==> config.mk <==
export PLATFORM = sky130hd
export DESIGN_NAME = dma_chan_regbank
export DESIGN_NICKNAME = d
export VERILOG_FILES = /design/src/rtl/dma_rb_pkg.sv /design/src/rtl/dma_rb_decode.sv /design/src/rtl/dma_rb_channel.sv /design/src/rtl/dma_rb_readmux.sv /design/src/rtl/dma_chan_regbank.sv
export SDC_FILE = /design/constraint.sdc
export NUM_CORES = 1
export LEC_CHECK = 0
export CORE_MARGIN = 3
export CORE_UTILIZATION = 60
export CTS_CLUSTER_SIZE = 40
export DETAILED_ROUTE_END_ITERATION = 10
export DONT_BUFFER_PORTS = 1
export PLACE_DENSITY = 0.77
export SLEW_MARGIN = 15
export SYNTH_ARGS = -nofsm -noshare
export SYNTH_HDL_FRONTEND = slang
export SYNTH_SLANG_ARGS = --single-unit
==> constraint.sdc <==
create_clock -name clk -period 10.4 [get_ports clk]
set_input_delay 1.04 -clock clk [delete_from_list [all_inputs] [get_ports clk]]
set_output_delay 1.04 -clock clk [all_outputs]
set_load 0.02 [all_outputs]
==> src/rtl/dma_rb_pkg.sv <==
package dma_rb_pkg;
  localparam int NCH   = 4;
  localparam int CH_W  = $clog2(NCH);
  localparam int IDX_W = 4;
  localparam int BASE_W = 16;
  localparam int CUR_W  = BASE_W + 1;
  localparam int SHW    = 4;

  // base value scaled into the live address/count domain
  function automatic logic [CUR_W-1:0] scale_base(input logic [BASE_W-1:0] b,
                                                  input bit w16);
    logic [CUR_W-1:0] r;
    r = {1'b0, b};
    if (w16) r = {b, 1'b0};
    return r;
  endfunction

  // address as seen by software and the transfer engine
  function automatic logic [CUR_W-1:0] addr_view(input logic [CUR_W-1:0] cur,
                                                 input logic [CUR_W-1:0] done,
                                                 input logic dec);
    return dec ? (cur - done) : (cur + done);
  endfunction

  // units still to move
  function automatic logic [CUR_W-1:0] remain_view(input logic [BASE_W-1:0] cnt,
                                                   input logic [CUR_W-1:0] done,
                                                   input bit w16);
    return scale_base(cnt, w16) - done;
  endfunction

  // byte lane selected by width shift and byte pointer
  function automatic logic [7:0] pick_byte(input logic [CUR_W-1:0] v,
                                           input bit w16,
                                           input logic ptr);
    logic [SHW-1:0] sh;
    logic [CUR_W+7:0] ext;
    sh  = SHW'(w16) + (ptr ? SHW'(8) : SHW'(0));
    ext = {8'h00, v} >> sh;
    return ext[7:0];
  endfunction
endpackage

==> src/rtl/dma_rb_decode.sv <==
module dma_rb_decode
  import dma_rb_pkg::*;
#(
  parameter int PORT_W = 8,
  parameter bit WIDE   = 1'b0
) (
  input  logic              clk,
  input  logic              rst_n,
  input  logic              bus_sel,
  input  logic              bus_wr,
  input  logic [PORT_W-1:0] bus_port,
  input  logic              ff_clear,
  output logic              ff_q,
  output logic              chan_acc,
  output logic [CH_W-1:0]   ch_sel,
  output logic              is_cnt,
  output logic [NCH-1:0]    lo_wr,
  output logic [NCH-1:0]    hi_wr
);
  logic [IDX_W-1:0] idx;

  assign idx      = IDX_W'(bus_port >> WIDE);
  assign chan_acc = bus_sel && !idx[IDX_W-1];
  assign ch_sel   = idx[CH_W:1];
  assign is_cnt   = idx[0];

  always_ff @(posedge clk) begin
    if (!rst_n)        ff_q <= 1'b0;
    else if (ff_clear) ff_q <= 1'b0;
    else if (chan_acc) ff_q <= !ff_q;
  end

  for (genvar c = 0; c < NCH; c++) begin : g_wr
    logic hit;
    assign hit      = chan_acc && bus_wr && (ch_sel == CH_W'(c));
    assign lo_wr[c] = hit && !ff_q;
    assign hi_wr[c] = hit && ff_q;
  end
endmodule

==> src/rtl/dma_rb_channel.sv <==
module dma_rb_channel
  import dma_rb_pkg::*;
#(
  parameter bit WIDE = 1'b0
) (
  input  logic              clk,
  input  logic              rst_n,
  input  logic              lo_wr,
  input  logic              hi_wr,
  input  logic              is_cnt,
  input  logic [7:0]        wdata,
  input  logic              upd,
  input  logic [CUR_W-1:0]  upd_val,
  input  logic              dec,
  output logic [BASE_W-1:0] base_addr,
  output logic [BASE_W-1:0] base_cnt,
  output logic [CUR_W-1:0]  done_q,
  output logic [CUR_W-1:0]  addr_v,
  output logic [CUR_W-1:0]  rem_v
);
  logic [CUR_W-1:0]  cur_q;
  logic [BASE_W-1:0] addr_after;

  // address base as it stands after this access
  assign addr_after = is_cnt ? base_addr : {wdata, base_addr[7:0]};

  always_ff @(posedge clk) begin
    if (!rst_n) begin
      base_addr <= '0;
      base_cnt  <= '0;
      cur_q     <= '0;
      done_q    <= '0;
    end else begin
      if (lo_wr) begin
        if (is_cnt) base_cnt[7:0]  <= wdata;
        else        base_addr[7:0] <= wdata;
      end
      if (hi_wr) begin
        if (is_cnt) base_cnt[15:8]  <= wdata;
        else        base_addr[15:8] <= wdata;
        cur_q  <= scale_base(addr_after, WIDE);
        done_q <= '0;
      end else if (upd) begin
        done_q <= upd_val;
      end
    end
  end

  assign addr_v = addr_view(cur_q, done_q, dec);
  assign rem_v  = remain_view(base_cnt, done_q, WIDE);
endmodule

==> src/rtl/dma_rb_readmux.sv <==
module dma_rb_readmux
  import dma_rb_pkg::*;
#(
  parameter bit WIDE = 1'b0
) (
  input  logic             rd_en,
  input  logic             ptr,
  input  logic [CH_W-1:0]  ch_sel,
  input  logic             is_cnt,
  input  logic [CUR_W-1:0] addr_v [NCH],
  input  logic [CUR_W-1:0] rem_v  [NCH],
  output logic [7:0]       rdata
);
  logic [CUR_W-1:0] sel_v;

  always_comb begin
    sel_v = is_cnt ? rem_v[ch_sel] : addr_v[ch_sel];
    rdata = rd_en ? pick_byte(sel_v, WIDE, ptr) : 8'h00;
  end
endmodule

==> src/rtl/dma_chan_regbank.sv <==
module dma_chan_regbank
  import dma_rb_pkg::*;
#(
  parameter int PORT_W = 8,
  parameter bit WIDE   = 1'b0
) (
  input  logic                 clk,
  input  logic                 rst_n,
  input  logic                 bus_sel,
  input  logic                 bus_wr,
  input  logic [PORT_W-1:0]    bus_port,
  input  logic [7:0]           bus_wdata,
  output logic [7:0]           bus_rdata,
  input  logic                 ff_clear,
  input  logic [NCH-1:0]       mode_dec_i,
  input  logic [NCH-1:0]       xfer_upd_i,
  input  logic [NCH*CUR_W-1:0] xfer_i,
  output logic [NCH*CUR_W-1:0] cur_addr_o,
  output logic [NCH*CUR_W-1:0] remain_o
);
  // named events and state brought out for the checker
  logic                  ff_q;
  logic                  chan_acc;
  logic [CH_W-1:0]       ch_sel;
  logic                  is_cnt;
  logic [NCH-1:0]        lo_wr;
  logic [NCH-1:0]        hi_wr;
  logic [NCH*BASE_W-1:0] base_addr_flat;
  logic [NCH*BASE_W-1:0] base_cnt_flat;
  logic [NCH*CUR_W-1:0]  xfer_flat;
  logic [CUR_W-1:0]      addr_v [NCH];
  logic [CUR_W-1:0]      rem_v  [NCH];

  dma_rb_decode #(.PORT_W(PORT_W), .WIDE(WIDE)) u_dec (
    .clk      (clk),
    .rst_n    (rst_n),
    .bus_sel  (bus_sel),
    .bus_wr   (bus_wr),
    .bus_port (bus_port),
    .ff_clear (ff_clear),
    .ff_q     (ff_q),
    .chan_acc (chan_acc),
    .ch_sel   (ch_sel),
    .is_cnt   (is_cnt),
    .lo_wr    (lo_wr),
    .hi_wr    (hi_wr)
  );

  for (genvar c = 0; c < NCH; c++) begin : g_ch
    dma_rb_channel #(.WIDE(WIDE)) u_ch (
      .clk       (clk),
      .rst_n     (rst_n),
      .lo_wr     (lo_wr[c]),
      .hi_wr     (hi_wr[c]),
      .is_cnt    (is_cnt),
      .wdata     (bus_wdata),
      .upd       (xfer_upd_i[c]),
      .upd_val   (xfer_i[c*CUR_W +: CUR_W]),
      .dec       (mode_dec_i[c]),
      .base_addr (base_addr_flat[c*BASE_W +: BASE_W]),
      .base_cnt  (base_cnt_flat[c*BASE_W +: BASE_W]),
      .done_q    (xfer_flat[c*CUR_W +: CUR_W]),
      .addr_v    (addr_v[c]),
      .rem_v     (rem_v[c])
    );
    assign cur_addr_o[c*CUR_W +: CUR_W] = addr_v[c];
    assign remain_o[c*CUR_W +: CUR_W]   = rem_v[c];
  end

  dma_rb_readmux #(.WIDE(WIDE)) u_rmux (
    .rd_en  (chan_acc && !bus_wr),
    .ptr    (ff_q),
    .ch_sel (ch_sel),
    .is_cnt (is_cnt),
    .addr_v (addr_v),
    .rem_v  (rem_v),
    .rdata  (bus_rdata)
  );
endmodule

==> reports/metrics.cfg, run 1 <==
[run_status]
outcome=completed

[yosys]
syn_nets=2376
syn_area_per_cell_um2=8.384
yosysWarnings=0
yosysSeqAreaShare=0.2914
synth_ff_type=dfxtp_1
synth-async-reset-ratio=0
ys_types=74
synth_edf_count=0
synth_cells=2139
ys_ff_latch=261
synth_area_um2=17930

[place]
port_buffers=0
dpl.hpwl_um=44020
place_area_um2=18090
place_congestion=1.066

[setup_path]
cp.required_ns=9.36
crit_fanout=5
startpoint_type=flip-flop
regToRegEndpoint=g_ch[1].u_ch.base_addr[9]
cp.arrival_ns=5.08
reg2reg_depth=5
timing.rr.start=u_dec.ff_q
r2r_slack_ns=7.93
crit_type=flip-flop to output port
end_kind=output port

[timing]
relSlewSlack=0.2104
finalHoldViolCount=0
rsz0062_at_grt=false
drv_slew=0
worst_pin_slew_ns=1.176
setup_viol=0
fin_crit_ns=6.122
period_share=0.5886
fin_setup_tns_ns=0
skew_ns=0.01391
fmax_mhz=163.4

[clocking]
holdBufCountCts=0
cts_root_buf=clkbuf_16
cts.repair.resized=0
cts_tree=done
path_clk_slew_ns=0.06
clock_path_buffers=3
cts_buffers=29
post_cts_buffers=0
cts.sinks=261
clock_latency_ns=0.57
cts-htree-levels=1

[die]
die_area_um2=32000
io_pins=241
start_util=0.6165
row_count=62
die-height_um=178.9
fp.coreArea_um2=29090
die_w_um=178.9

[pwr]
p_per_area_nw_per_um2=154.9
peakVddDrop_mv=0.1470
p_leak_uw=0.008075

[worst_hold_path]
min_from=g_ch[2].u_ch.cur_q[0]
hold_class=flip-flop to flip-flop
hold_path_end=g_ch[2].u_ch.cur_q[0]
holdPathStages=2

[grt]
gr-total-overflow=0
antenna_found_initial=2
first_global_vias=14621
grt_max_degree=198
grt_pass1_wl_um=86860
track_usage=0.3539

[route]
routed_wl_um=58230
dr.pass1.iters=5
wire_per_inst_um=23.44
drt_iter0_markers=1481
vias_per_cell=6.302
antenna_left=0
vias=15653
drc=0

[finish]
drive_above_1_share=0.04907
final_cell_mix=dfxtp_1 (261), nand2_1 (229), nor2_1 (171)
area_growth_pct=6.391
fillers=2471
stdcell_area_um2=19080
layout_commonest_cell=dfxtp_1
fin_nets=2315

[job]
maxCapViolCount=0

==> cells by family (layout without fill, tap and decap cells) <==
| family | Yosys count | count (layout) | synth area share |
|---|---|---|---|
| AND/OR/NAND/NOR | 657 | 657 | 0.1690 |
| AO/OA/AOI/OAI | 538 | 538 | 0.2048 |
| flip-flops | 261 | 261 | 0.2914 |
| buffers and inverters | 212 | 172 | 0.04542 |
| multiplexers | 170 | 170 | 0.1098 |
| XOR/XNOR | 161 | 161 | 0.07863 |
| adder cells (fa/ha/maj) | 140 | 140 | 0.1010 |
| other | 0 | 1 | 0 |
==> critical path, stage by stage, from the launching register on <==
cell      delay (ns)
dfxtp_1         0.34
nor3_1          0.50
a21oi_1         0.25
xnor2_1         0.22
ha_1            0.39
o21ai_0         0.15
o21a_1          0.22
nor3b_1         0.39
a21oi_1         0.14
a21oi_1         0.26
xor2_1          0.67
a211oi_1        0.17
a211oi_1        0.82
==> through the flow <==
step / util / hold slack (ns) / cells / total power (uW) / worst slack [ns]
2_1_floorplan: - / 0.4403 / 2139 / 1684 / 5.096
5_1_grt: 0.6558 / 0.4793 / 2483 / 3047 / 4.101
3_5_place_dp: 0.6218 / 0.4521 / 2431 / 1880 / 4.753
4_1_cts: 0.6558 / 0.4644 / 2483 / 2940 / 4.366
6_report: 0.6559 / 0.4629 / 2484 / 2955 / 4.278
3_3_place_gp: 0.6218 / 0.4445 / 2431 / 1869 / 4.773
==> power breakdown <==
| group | switching (uW) | internal [uW] |
|---|---|---|
| logic | 578 | 265 |
| registers | 23.7 | 1020 |
| clock network | 436 | 634 |
| total | 1040 | 1920 |
==> flip-flops by register name, indices dropped and copies added, names as in the netlist <==
name,flops
g_ch.u_ch.cur_q,64
u_dec.ff_q,1
g_ch.u_ch.base_addr,64
g_ch.u_ch.done_q,68
g_ch.u_ch.base_cnt,64
==> synth_stat cells, types with 4 or more instances <==
cell type,n,area [um2]
inv_1,111,416.7
or3_1,9,56.30
buf_4,5,37.54
nand3b_1,4,30.03
or2_2,4,25.02
and2_1,7,43.79
nor4_1,14,87.58
ha_1,132,1652
buf_1,14,52.55
a31oi_1,23,143.9
o211ai_1,10,75.07
a21boi_1,4,30.03
a41oi_1,11,96.34
o21ai_0,71,355.3
o21ai_1,13,65.06
fa_1,8,160.2
a21o_1,31,232.7
a211oi_1,11,82.58
o21bai_1,14,105.1
dfxtp_1,261,5225
a21boi_0,98,735.7
xnor2_1,126,1104
nor3_1,36,180.2
and4_1,5,43.79
nor2b_1,93,581.8
o21a_1,23,172.7
nand2_1,229,859.6
o31ai_1,7,52.55
clkbuf_1,81,304.0
mux2_2,4,45.04
nand4_1,6,37.54
mux4_2,21,473.0
nand3_1,44,220.2
nand2b_1,16,100.1
mux2i_1,145,1451
xor2_1,35,306.5
a21oi_1,134,670.6
a211o_1,7,61.31
and3_1,7,43.79
nor2_1,175,656.9
o211a_1,34,340.3
o31a_1,6,52.55
==> metal layers <==
| metal | vias up | track usage | routed length [um] |
|---|---|---|---|
| met4 | 2 | 0.1172 | 2205 |
| met3 | 128 | 0.1224 | 7602 |
| met5 | - | 0 | 11 |
| met1 | 7388 | 0.4644 | 23480 |
| li1 | 7438 | - | - |
| met2 | 697 | 0.5453 | 24930 |
==> worst max-delay path by stage <==
stage / startpoint / to / slack [ns]
finish: g_ch[2].u_ch.done_q[2] / bus_rdata[6] / 4.28
global route: g_ch[2].u_ch.done_q[2] / bus_rdata[6] / 4.10
CTS: g_ch[3].u_ch.done_q[0] / bus_rdata[6] / 4.37
detailed placement: mode_dec_i[2] / bus_rdata[6] / 4.75
global placement: mode_dec_i[2] / bus_rdata[6] / 4.77
floorplan: mode_dec_i[3] / bus_rdata[6] / 5.10
==> layout make-up <==
type,instances,area (um2),share of cell area
multi-input combinational,1666,11900,0.6239
sequential,261,5225,0.2739
clock buffer,39,833.3,0.04368
tap,384,480.5,0.02518
inverter,112,420.4,0.02203
clock inverter,13,153.9,0.008066
timing repair buffer,8,60.06,0.003148
antenna,1,2.502,0.0001312
(Power assumes the default switching activity.)
==> inputs of run 2 (changes only) <==
==> constraint.sdc (replaced) <==
create_clock -name clk -period 6.35 [get_ports clk]
set_input_delay 0.635 -clock clk [delete_from_list [all_inputs] [get_ports clk]]
set_output_delay 0.635 -clock clk [all_outputs]
set_load 0.02 [all_outputs]
==> reports/metrics.cfg, run 2 (synthesized netlist as in run 1, its figures left out) <==
[pwr]
p_per_area_nw_per_um2=251.0  ; +62%
seq_power_share=0.357  ; +0.004
p_leak_uw=0.008039  ; -0.45%
p_switching_uw=1692  ; +63%
peakVddDrop_mv=0.2335  ; +59%
power_uw=4781  ; +62%
p_sw_frac=0.3539  ; +0.002728
power.share.clock=0.355  ; -0.007
power.share.combinational=0.288  ; +0.003
cell_internal_pwr_uw=3089  ; +61%

[timing]
fmax_mhz=174.2
holdWs_ns=0.1395  ; -0.3235 ns
relSlewSlack=0.1914  ; -0.01905
setup_viol=0  ; unchanged
fin_setup_tns_ns=0  ; unchanged
rsz0062_at_grt=false
period_share=0.9041
fin_crit_ns=5.741
worst_pin_slew_ns=1.204  ; +0.02838 ns
skew_ns=0.01189  ; -0.002012 ns
finalHoldViolCount=0  ; unchanged
drv_slew=0  ; unchanged

[finish]
top_register=g_ch.u_ch.done_q
multi_input_area_um2=11900  ; unchanged
fillers=2498  ; +1.1%
fin_nets=2315  ; unchanged
largest_reg_flops=68  ; unchanged
final-seq-area_um2=5225  ; unchanged
drive_above_1_share=0.04812  ; -0.0009528
area_growth_pct=6.209
layout_commonest_cell=dfxtp_1
final_cell_mix=dfxtp_1 (261), nand2_1 (229), nor2_1 (171)

[route]
dr.pass1.iters=5  ; unchanged
wire_per_inst_um=23.53  ; +0.36%
routed_wl_um=58440  ; +0.36%
drc=0  ; unchanged
vias=15594  ; -0.38%
antenna_left=0  ; unchanged
drt_iter0_markers=1437  ; -3.0%
vias_per_cell=6.278  ; -0.38%

[clocking]
clock_path_buffers=3  ; unchanged
holdBufCountCts=0  ; unchanged
clock_latency_ns=0.56  ; about the same
cts.sinks=261  ; unchanged
cts_tree=done
cts-htree-levels=1  ; unchanged
cts_buffers=29  ; unchanged
cts_root_buf=clkbuf_16
cts.repair.resized=0  ; unchanged
post_cts_buffers=0  ; unchanged
path_clk_slew_ns=0.06  ; about the same

[die]
fp.coreArea_um2=29090  ; unchanged
die_area_um2=32000  ; unchanged
io_pins=241  ; unchanged
die_w_um=178.9  ; unchanged
start_util=0.6165  ; unchanged
row_count=62  ; unchanged
die-height_um=178.9  ; unchanged

[setup_path]
cp.required_ns=5.71  ; -3.65 ns
startpoint_type=flip-flop
cp.arrival_ns=5.11  ; +0.03 ns
crit_fanout=5  ; unchanged
crit_type=flip-flop to output port
end_kind=output port

[job]
maxCapViolCount=0  ; unchanged

[place]
port_buffers=0  ; unchanged
dpl.hpwl_um=44340  ; +0.73%
place_congestion=1.000  ; -6.2%

[grt]
grt_max_degree=198  ; unchanged
antenna_found_initial=3  ; +1
gr-total-overflow=0  ; unchanged
grt_pass1_wl_um=86950  ; +0.10%
track_usage=0.3557  ; +0.001760
first_global_vias=14699  ; +0.53%

[run_status]
outcome=completed

[worst_hold_path]
hold_class=input port to flip-flop

==> run 2: per-layer routing <==
layer	vias up	GRT usage	part of all wire
met2	662	0.5504	0.43
met5	-	0	0.00014
met1	7380	0.4512	0.39
li1	7414	-	-
met4	2	0.1367	0.043
met3	136	0.1324	0.13
==> run 2: area by class of cell <==
| type | instances | area share |
|---|---|---|
| Clock inverter | 12 | 0.006700 |
| Tap cell | 384 | 0.02523 |
| Clock buffer | 40 | 0.04342 |
| Sequential cell | 261 | 0.2743 |
| Inverter | 112 | 0.02207 |
| Antenna cell | 1 | 0.0001314 |
| Multi-Input combinational cell | 1666 | 0.6250 |
| Timing Repair Buffer | 8 | 0.003153 |
==> run 2: final timing paths <==
path / startpoint / end / slack [ns] / depth (start not counted)
min: ff_clear / u_dec.ff_q / 0.14 / 1
max reg2reg: u_dec.ff_q / g_ch[2].u_ch.base_addr[15] / 3.91 / 5
min reg2reg: g_ch[3].u_ch.base_addr[3] / g_ch[3].u_ch.cur_q[3] / 0.46 / 2
max: g_ch[3].u_ch.done_q[0] / bus_rdata[6] / 0.61 / 14
==> run 2: metrics by stage <==
step | cell area (um2) | cells | setup WS (ns) | util
final | 19050 | 2484 | 0.6092 | 0.6548
after global routing | 19040 | 2483 | 0.4077 | 0.6547
after CTS | 19040 | 2483 | 0.7184 | 0.6547
after detailed placement | 18090 | 2431 | 1.349 | 0.6218
after global placement | 18090 | 2431 | 1.393 | 0.6218
after floorplan | 17930 | 2139 | 1.856 | -
==> run 2: critical path, stage by stage, from the launching register on <==
cell and delay (ns):
dfxtp_1 0.47, inv_1 0.11, ha_1 0.24, and3_1 0.22, a41oi_1 0.25, xnor2_1 0.11
ha_1 0.39, and4_1 0.27, nand2_1 0.07, a211oi_1 0.30, o41ai_1 0.18, xnor2_1 0.65
a22o_1 0.35, a31oi_1 0.07, a211oi_1 0.86
==> run 2: power by group through the flow <==
stage          registers [uW]  clock network [uW]  logic (uW)
2_1_floorplan            1730                   0        1030
3_3_place_gp             1740                   0        1320
3_5_place_dp             1740                   0        1340
4_1_cts                  1710                1710        1350
5_1_grt                  1710                1770        1450
6_report                 1710                1700        1370
==> inputs of run 3 (changes only) <==
--- a/config.mk
+++ b/config.mk
@@ -10,7 +10,7 @@
 export CTS_CLUSTER_SIZE = 40
 export DETAILED_ROUTE_END_ITERATION = 10
 export DONT_BUFFER_PORTS = 1
-export PLACE_DENSITY = 0.77
+export PLACE_DENSITY = 0.74
 export SLEW_MARGIN = 15
 export SYNTH_ARGS = -nofsm -noshare
 export SYNTH_HDL_FRONTEND = slang
==> reports/metrics.cfg, run 3 (synthesized netlist as in run 1, its figures left out) <==
[pwr]
p_per_area_nw_per_um2=255.7  ; +1.9%
peakVddDrop_mv=0.3425  ; +47%
p_leak_uw=0.008071  ; +0.39%

[die]
die_w_um=178.9  ; unchanged
fp.coreArea_um2=29090  ; unchanged
row_count=62  ; unchanged
die_area_um2=32000  ; unchanged
start_util=0.6165  ; unchanged
die-height_um=178.9  ; unchanged
io_pins=241  ; unchanged

[setup_path]
crit_type=flip-flop to output port
reg2reg_depth=4  ; -1
startpoint_type=flip-flop
end_kind=output port
crit_fanout=5  ; unchanged
cp.arrival_ns=5.14  ; +0.03 ns
cp.required_ns=5.71  ; about the same
timing.rr.start=u_dec.ff_q
r2r_slack_ns=3.97  ; +0.06 ns
regToRegEndpoint=g_ch[1].u_ch.done_q[9]

[timing]
setup_viol=0  ; unchanged
period_share=0.9096  ; +0.005482
fmax_mhz=173.1  ; -0.60%
rsz0062_at_grt=false
skew_ns=0.01997  ; +0.008080 ns
finalHoldViolCount=0  ; unchanged
drv_slew=0  ; unchanged
relSlewSlack=0.2349  ; +0.04355
worst_pin_slew_ns=1.139  ; -0.06486 ns
fin_setup_tns_ns=0  ; unchanged
fin_crit_ns=5.776  ; +0.03481 ns

[clocking]
cts_tree=done
clock_latency_ns=0.58  ; +0.02 ns
cts.sinks=261  ; unchanged
cts_root_buf=clkbuf_16
cts-htree-levels=1  ; unchanged
path_clk_slew_ns=0.06  ; about the same
cts_buffers=30  ; +3.4%
clock_path_buffers=3  ; unchanged
cts.repair.resized=0  ; unchanged
holdBufCountCts=0  ; unchanged
post_cts_buffers=0  ; unchanged

[worst_hold_path]
holdPathStages=1  ; unchanged
hold_class=input port to flip-flop
hold_path_end=u_dec.ff_q
min_from=ff_clear

[finish]
area_growth_pct=6.551
layout_commonest_cell=dfxtp_1
top_register=g_ch.u_ch.done_q
stdcell_area_um2=19110  ; +0.32%
fin_nets=2315  ; unchanged
largest_reg_flops=68  ; unchanged
final_cell_mix=dfxtp_1 (261), nand2_1 (229), nor2_1 (171)
drive_above_1_share=0.04764  ; -0.0004764

[grt]
gr-total-overflow=0  ; unchanged
track_usage=0.3524  ; -0.003264
use_met3=0.1194  ; -0.01292
antenna_found_initial=2  ; -1
first_global_vias=14671  ; -0.19%
grt_use_met1=0.4625  ; +0.01134
busiest_layer=met2
grt_pass1_wl_um=86260  ; -0.80%
grt_max_degree=198  ; unchanged
met2_usage=0.5379  ; -0.01252

[route]
routed_wl_um=58220  ; -0.37%
vias_per_cell=6.335  ; +0.92%
antenna_left=0  ; unchanged
dr.pass1.iters=5  ; unchanged
drt_iter0_markers=1472  ; +2.4%
wire_per_inst_um=23.42  ; -0.45%
drc=0  ; unchanged
vias=15750  ; +1.0%

[place]
port_buffers=0  ; unchanged
dpl.hpwl_um=44090  ; -0.55%
place_congestion=1.060  ; +6.0%
place_area_um2=18080  ; about the same

[job]
maxCapViolCount=0  ; unchanged

[run_status]
outcome=completed

-- run 3: layer usage --
layer | routed length (um) | vias to the layer above | share of wire
met1 | 23490 | 7450 | 0.40
met5 | 44 | - | 0.00076
met3 | 7531 | 138 | 0.13
met4 | 2441 | 4 | 0.042
li1 | - | 7431 | -
met2 | 24720 | 727 | 0.42
-- run 3: per-stage QoR --
stage	power, uW	hold WS (ns)	std cells	utilization	worst slack [ns]
2_1_floorplan	2758	0.4403	2139	-	1.856
3_3_place_gp	3061	0.4441	2430	0.6216	1.376
3_5_place_dp	3082	0.4560	2430	0.6216	1.299
4_1_cts	4866	0.1203	2483	0.6566	0.6743
5_1_grt	5033	0.1216	2483	0.6566	0.4655
6_report	4885	0.1361	2486	0.6569	0.5743
-- run 3: critical path: stages (launching register included) --
cell,delay [ns]
dfxtp_1,0.33
nor3_1,0.52
a21oi_1,0.24
xnor2_1,0.21
ha_1,0.39
o21ai_0,0.14
o21a_1,0.22
nor3b_1,0.39
a21oi_1,0.12
a21oi_1,0.27
xor2_1,0.67
a211oi_1,0.17
a211oi_1,0.87
-- run 3: where the power goes --
group          internal, uW  total (uW)  switching, uW
combinational           434        1380            946
clock                  1080        1800            720
sequential             1670        1710           39.4
-- run 3: final cells by class --
class,count,area (um2)
Multi-Input combinational cell,1666,11900
Timing Repair Buffer,7,52.55
Clock buffer,43,880.8
Fill cell,2487,9982
Clock inverter,10,137.6
Sequential cell,261,5225
Tap cell,384,480.5
Antenna cell,3,7.507
Inverter,112,420.4
-- run 3: worst max path at each step --
stage / startpoint / to
after global placement: g_ch[3].u_ch.done_q[0] / bus_rdata[6]
after floorplan: mode_dec_i[3] / bus_rdata[6]
after CTS: g_ch[3].u_ch.done_q[0] / bus_rdata[6]
after detailed placement: g_ch[3].u_ch.done_q[0] / bus_rdata[6]
final: g_ch[2].u_ch.done_q[2] / bus_rdata[6]
after global routing: g_ch[3].u_ch.done_q[0] / bus_rdata[6]
